## src/rtl/uart_rx_pkg.sv

```systemverilog
package uart_rx_pkg;
  typedef enum logic [1:0] {
    ST_IDLE  = 2'd0,
    ST_START = 2'd1,
    ST_DATA  = 2'd2,
    ST_STOP  = 2'd3
  } rx_state_t;

  localparam int unsigned DATA_BITS = 8;
endpackage

```

## src/rtl/uart_rx_rst_sync.sv

```systemverilog
module uart_rx_rst_sync (
  input  logic clk,
  input  logic rst_n,
  output logic rst_sync_n
);
  logic [1:0] stage_q;

  always_ff @(posedge clk or negedge rst_n) begin
    if (!rst_n) stage_q <= 2'b00;
    else        stage_q <= {stage_q[0], 1'b1};
  end

  assign rst_sync_n = stage_q[1];
endmodule

```

## src/rtl/uart_rx_line_sync.sv

```systemverilog
module uart_rx_line_sync (
  input  logic clk,
  input  logic rst_n,
  input  logic rx_i,
  output logic line_o,
  output logic fall_o
);
  logic meta_q, sync_q, prev_q;

  always_ff @(posedge clk or negedge rst_n) begin
    if (!rst_n) begin
      meta_q <= 1'b1;
      sync_q <= 1'b1;
      prev_q <= 1'b1;
    end else begin
      meta_q <= rx_i;
      sync_q <= meta_q;
      prev_q <= sync_q;
    end
  end

  assign line_o = sync_q;
  assign fall_o = prev_q & ~sync_q;
endmodule

```

## src/rtl/uart_rx_ctrl.sv

```systemverilog
module uart_rx_ctrl
  import uart_rx_pkg::*;
#(
  parameter int unsigned CLKS_PER_BIT = 868
) (
  input  logic                 clk,
  input  logic                 rst_n,
  input  logic                 line_i,
  input  logic                 fall_i,
  output logic [DATA_BITS-1:0] data_o,
  output logic                 valid_o
);
  localparam int unsigned HOLD_CLKS = (CLKS_PER_BIT * 4) / 5;
  localparam int unsigned HALF_CLKS = CLKS_PER_BIT / 2;
  localparam int unsigned STOP_CLKS = 2 * CLKS_PER_BIT;
  localparam int unsigned CW        = $clog2(STOP_CLKS + 1);
  localparam int unsigned BW        = $clog2(DATA_BITS);

  localparam logic [CW-1:0] HOLD_LAST = CW'(HOLD_CLKS - 1);
  localparam logic [CW-1:0] HALF_LAST = CW'(HALF_CLKS - 1);
  localparam logic [CW-1:0] BIT_LAST  = CW'(CLKS_PER_BIT - 1);
  localparam logic [CW-1:0] STOP_LAST = CW'(STOP_CLKS - 1);
  localparam logic [BW-1:0] IDX_LAST  = BW'(DATA_BITS - 1);

  rx_state_t            state_q, state_d;
  logic [CW-1:0]        cnt_q, cnt_d;
  logic                 hold_q, hold_d;
  logic [BW-1:0]        idx_q, idx_d;
  logic [DATA_BITS-1:0] shift_q, shift_d;
  logic [DATA_BITS-1:0] data_q, data_d;
  logic                 valid_q, valid_d;
  logic                 sample_en, shift_en, data_en;

  assign sample_en = (state_q == ST_DATA) && (cnt_q == HALF_LAST);

  always_comb begin
    state_d = state_q;
    cnt_d   = cnt_q;
    hold_d  = hold_q;
    idx_d   = idx_q;
    data_en = 1'b0;
    valid_d = 1'b0;
    unique case (state_q)
      ST_IDLE: begin
        cnt_d  = '0;
        hold_d = 1'b0;
        idx_d  = '0;
        if (fall_i) state_d = ST_START;
      end
      ST_START: begin
        cnt_d = cnt_q + 1'b1;
        if (!hold_q && line_i) begin
          state_d = ST_IDLE;
          cnt_d   = '0;
        end else begin
          if (cnt_q == HOLD_LAST) hold_d = 1'b1;
          if (cnt_q == BIT_LAST) begin
            state_d = ST_DATA;
            cnt_d   = '0;
            hold_d  = 1'b0;
          end
        end
      end
      ST_DATA: begin
        cnt_d = cnt_q + 1'b1;
        if (cnt_q == BIT_LAST) begin
          cnt_d = '0;
          idx_d = idx_q + 1'b1;
          if (idx_q == IDX_LAST) begin
            state_d = ST_STOP;
            data_en = 1'b1;
            valid_d = 1'b1;
          end
        end
      end
      ST_STOP: begin
        cnt_d = cnt_q + 1'b1;
        if (cnt_q == STOP_LAST) begin
          state_d = ST_IDLE;
          cnt_d   = '0;
        end
      end
      default: state_d = ST_IDLE;
    endcase
  end

  assign shift_en = sample_en;
  assign shift_d  = {line_i, shift_q[DATA_BITS-1:1]};
  assign data_d   = shift_q;

  always_ff @(posedge clk or negedge rst_n) begin
    if (!rst_n) begin
      state_q <= ST_IDLE;
      cnt_q   <= '0;
      hold_q  <= 1'b0;
      idx_q   <= '0;
      valid_q <= 1'b0;
    end else begin
      state_q <= state_d;
      cnt_q   <= cnt_d;
      hold_q  <= hold_d;
      idx_q   <= idx_d;
      valid_q <= valid_d;
    end
  end

  always_ff @(posedge clk or negedge rst_n) begin
    if (!rst_n)        shift_q <= '0;
    else if (shift_en) shift_q <= shift_d;
  end

  always_ff @(posedge clk or negedge rst_n) begin
    if (!rst_n)       data_q <= '0;
    else if (data_en) data_q <= data_d;
  end

  assign data_o  = data_q;
  assign valid_o = valid_q;

  // the strobe lasts a single clock
  a_r3_single_strobe: assert property (@(posedge clk) disable iff (!rst_n)
    valid_q |=> !valid_q);

  // the strobe only appears on entry to the stop phase
  a_r3_strobe_in_stop: assert property (@(posedge clk) disable iff (!rst_n)
    valid_q |-> (state_q == ST_STOP) && (cnt_q == '0));

  // line back high before the hold latch is set aborts the start
  a_r4_glitch_abort: assert property (@(posedge clk) disable iff (!rst_n)
    (state_q == ST_START && !hold_q && line_i) |=> (state_q == ST_IDLE));

  // once latched, the start phase cannot fall back to idle
  a_r5_hold_keeps_frame: assert property (@(posedge clk) disable iff (!rst_n)
    (state_q == ST_START && hold_q) |=> (state_q != ST_IDLE));

  // the hold latch lives only inside the start phase
  a_r5_hold_scope: assert property (@(posedge clk) disable iff (!rst_n)
    hold_q |-> (state_q == ST_START));

  // the stop phase runs to its end whatever the line does
  a_r7_stop_runs_out: assert property (@(posedge clk) disable iff (!rst_n)
    (state_q == ST_STOP && cnt_q != STOP_LAST) |=> (state_q == ST_STOP));

  // the output byte only moves with a strobe
  a_r8_data_hold: assert property (@(posedge clk) disable iff (!rst_n)
    !valid_d |=> $stable(data_q));
endmodule

```

## src/rtl/uart_rx.sv

```systemverilog
module uart_rx #(
  parameter int unsigned CLK_HZ = 50_000_000,
  parameter int unsigned BAUD   = 57_600
) (
  input  logic       clk,
  input  logic       rst_n,
  input  logic       rx_i,
  output logic [7:0] data_o,
  output logic       valid_o
);
  localparam int unsigned CLKS_PER_BIT = CLK_HZ / BAUD;

  logic rst_sync_n;
  logic line;
  logic fall;

  uart_rx_rst_sync u_rst (
    .clk        (clk),
    .rst_n      (rst_n),
    .rst_sync_n (rst_sync_n)
  );

  uart_rx_line_sync u_line (
    .clk    (clk),
    .rst_n  (rst_sync_n),
    .rx_i   (rx_i),
    .line_o (line),
    .fall_o (fall)
  );

  uart_rx_ctrl #(
    .CLKS_PER_BIT (CLKS_PER_BIT)
  ) u_ctrl (
    .clk     (clk),
    .rst_n   (rst_sync_n),
    .line_i  (line),
    .fall_i  (fall),
    .data_o  (data_o),
    .valid_o (valid_o)
  );
endmodule

```

## config.mk

```make
export PLATFORM = sky130hd
export DESIGN_NAME = uart_rx
export DESIGN_NICKNAME = d
export VERILOG_FILES = /design/src/rtl/uart_rx_pkg.sv /design/src/rtl/uart_rx_rst_sync.sv /design/src/rtl/uart_rx_line_sync.sv /design/src/rtl/uart_rx_ctrl.sv /design/src/rtl/uart_rx.sv
export SDC_FILE = /design/constraint.sdc
export NUM_CORES = 1
export LEC_CHECK = 0
export ABC_AREA = 0
export ABC_CLOCK_PERIOD_IN_PS = 1120
export BUFFER_PORTS_ARGS = -buffer_cell sky130_fd_sc_hd__buf_2
export CORE_UTILIZATION = 53
export CTS_CLUSTER_SIZE = 28
export DETAILED_ROUTE_END_ITERATION = 10
export PLACE_DENSITY = 0.74
export SETUP_SLACK_MARGIN = 0.02
export SYNTH_ARGS = -nofsm -noshare
export SYNTH_HDL_FRONTEND = slang
export SYNTH_HIERARCHICAL = 1
export SYNTH_SLANG_ARGS = --single-unit
export TNS_END_PERCENT = 10
```

## constraint.sdc

```tcl
create_clock -name clk -period 1.12 [get_ports clk]
set_input_delay 0.056 -clock clk [delete_from_list [all_inputs] [get_ports clk]]
set_output_delay 0.056 -clock clk [all_outputs]
set_load 0.05 [all_outputs]
```

==> metrics.md <==
| Metric | Value |
|---|---|
| Outcome | complete, but fails checks |
| Violations in the final reports | negative setup slack |
| Psw | 590 µW |
| Drt wl/cell | 15.5 µm |
| Largest family of logic cells by synthesized area | simple AND/OR/NAND/NOR gates |
| CTS buffer count | 5 |
| Hold Vio Cnt, Final | 0 |
| Setup_tns | -25.25 ns |
| Top FF cell, synth | dfrtp_1 |
| Synth Instances | 144 |
| Reg2reg end | u_ctrl/data_o[6] |
| Fraction of the mapped netlist area in adder cells | 2.87% |
| CTS H-tree lvls | 2 |
| RR Startpoint | u_ctrl/cnt_q[10] |
| Largest delay share family, worst path | simple AND/OR/NAND/NOR gates |
| Nets | 202 |
| Synth Area in Simple Gates | 14.6% |
| # rows | 20 |
| Routability cong. | 0.888 |
| Most common cell after layout, fill and taps aside | dfrtp_1 |
| Vias | 1,322 |
| Mapped Area | 1750 µm² |
| Synth Register Bits | 39 |
| Sequential share of power | 56.2% |
| Die height | 59.4 µm |
| Max Cap Viol | 0 |
| Die X | 59.4 µm |
| Complex-gate fraction of the synthesized area | 8.74% |
| Layout cell share with drive strength beyond 1 | 42.9% |
| Postcts setup bufs | 0 |
| # fillers | 208 |
| Crit share post-route | 180% |
| Post-synth ARST share | 100% |
| Worst setup SP type | flop |
| Worst reg2reg setup slack | -0.90 ns |
| Switching Fraction | 23.0% |
| Final Cell Area | 2330 µm² |
| EDFF count, synth | 0 |
| Leading cell types in the layout, fill and taps excluded | 36 x dfrtp_1, 29 x buf_4, 13 x a21oi_1 |
| Post-route minimum period | 2.02 ns |
| HP Class | reg -> async |
| Synth Area in XOR/XNOR | 4.51% |
| Worst path required time | 1.37 ns |
| Distinct cells, synth | 35 |
| P_int | 1.97 mW |
| Routed Antenna Nets | 0 |
| I/O pin cnt | 12 |
| Clk buf depth | 2 |
| Drt pass-1 iters | 4 |
| Clk sinks | 39 |
| Post-synthesis sequential area ratio | 56.1% |
| Area Growth Syn to Fin | 33.2% |
| Crit-path max cell delay | 0.57 ns |
| CP max-delay cell | or4_4 |
| LEAKAGE | 1.06 nW |
| Crit path from | u_ctrl/cnt_q[10] |
| GRT Total Usage | 25.9% |
| Peak Freq | 496 MHz |
| Mux cell area share after synthesis | 10.3% |
| Hpwl dp | 2.42 mm |
| Buf/Inv on CP | 0 |
| Core box area | 3080 µm² |
| Worst clock skew | 0.0126 ns |
| Largest net degree at the start of global routing | 38 |
| Fin. max-slew vios | 0 |
| Setup crit end kind | flop |
| CP endpoint | u_ctrl/data_o[6] |
| Initial drt markers | 78 |
| Clock power share | 38.2% |
| Syn avg cell area | 12.1 µm² |
| Initial antenna violation count | 0 |
| Crit path max fanout | 5 |
| Maximum vdd drop | 0.925 mV |
| IO Port Bufs | 11 |
| Vias/cell | 5.51 |
| Worst-Skew Late Latency | 0.37 ns |
| Worst Slack Setup Final | -0.896 ns |
| Comb pwr share | 5.6% |
| Power density over the cells | 1100 nW/µm² |
| First-pass GRT wire length | 6.49 mm |
| RSZ-0062 raised after global routing | true |
| Initial Utilization | 56.7% |
| Vias in the first global route | 1,421 |
| R2R cell count | 4 |
| Ys Warns | 6 |
| Post-DP Area | 2110 µm² |
| Post-route DRC | 0 |
| Final setup fails | 34 |
| # diodes | 0 |
| Die Area | 3530 µm² |
| Crit path DAT | 2.27 ns |
| Levels on crit path | 4 |
| Grt total ovfl | 0 |
| CP Class | reg -> reg |
| Root buf cell | clkbuf_4 |
| Final wirelength | 3.72 mm |
| CTS tree | done |
| Crit-path cells | or3b_4 -> or4_4 -> nor2_4 -> mux2_4 |
| Syn_nets | 151 |
| Clk slew on worst S/H paths | 0.13 ns |
-- cells in the mapped netlist, types with 2 or more instances --
master / n / share of area, %
a21oi_1: 13 / 3.7
clkbuf_1: 3 / 0.64
dfrtp_1: 36 / 52
dfstp_2: 3 / 4.5
ha_1: 4 / 2.9
inv_1: 4 / 0.86
mux2_2: 16 / 10
nand2_1: 9 / 1.9
nand2b_1: 2 / 0.72
nand3_1: 7 / 2.0
nand4_1: 5 / 1.8
nor2_1: 4 / 0.86
nor3_1: 5 / 1.4
nor4bb_1: 3 / 1.7
o211ai_1: 2 / 0.86
o311ai_0: 2 / 1.0
xnor2_1: 8 / 4.0
-- worst min path at each step --
stage	to	slack [ns]	depth (start not counted)
floorplan	u_rst/stage_q[0]	-0.24	0
global placement	u_rst/stage_q[0]	-0.16	1
detailed placement	u_rst/stage_q[1]	-0.16	1
CTS	u_ctrl/data_d[5]	0.25	1
global route	u_ctrl/data_d[5]	0.26	1
finish	u_ctrl/data_d[7]	0.24	1
-- power groups by stage --
stage	clock network, mW	registers (mW)	logic (mW)
2_1_floorplan	0	1.48	0.0434
3_3_place_gp	0	1.46	0.121
3_5_place_dp	0	1.47	0.126
4_1_cts	1.01	1.44	0.146
5_1_grt	1.06	1.44	0.162
6_report	0.980	1.44	0.144
-- kinds of logic after synthesis --
family / after synthesis
xor gates and xnor gates: 9
other: 1
and+or+nand+nor: 43
adders and majority gates: 4
DFF: 39
buffers and inverters: 10
muxes: 16
AOI/OAI and AO/OA: 22
-- layer usage --
layer,routed length [µm],global-route usage [%]
met4,84,12.9
met1,1610,31.5
met2,1890,41.7
met3,144,7.86
met5,0,0
-- registers in the layout, indices dropped and copies added (netlist names), named ones only --
register,cells
u_ctrl/data_d,8
u_ctrl/data_o,8
u_line/prev_q,1
u_ctrl/state_q,1
u_ctrl/hold_q,1
u_line/meta_q,1
u_ctrl/cnt_q,11
u_line/line_o,1
u_rst/stage_q,2
u_ctrl/idx_q,3
u_ctrl/valid_o,1
-- final cells by class --
class	instances	area, µm²	share of cell area, %
clock buffer	5	37.5	1.61
clock inverter	3	46.3	1.99
inverter	4	15.0	0.646
multi-input combinational	96	787	33.8
sequential	39	980	42.1
tap	44	55.1	2.37
timing repair buffer	49	405	17.4
-- repair_timing --
| action | CTS | global route |
|---|---|---|
| resized for setup | 21 | 8 |
| cloned | 2 | 0 |
| hold buffers | 3 | 0 |
| endpoints found under the setup margin | 34 | 41 |
| pin swaps | 4 | 2 |
| endpoints found under the hold margin | 3 | 0 |
-- stage by stage --
step,worst slack (ns),power [mW],hold slack [ns],utilization [%],instances
2_1_floorplan,-0.884,1.53,-0.240,-,144
3_3_place_gp,-0.889,1.59,-0.160,68.4,227
3_5_place_dp,-0.927,1.59,-0.157,68.4,227
4_1_cts,-0.913,2.60,0.246,74.9,240
5_1_grt,-0.928,2.66,0.264,75.6,240
6_report,-0.896,2.56,0.239,75.6,240
Note: power is estimated with default switching activity, not from simulation.
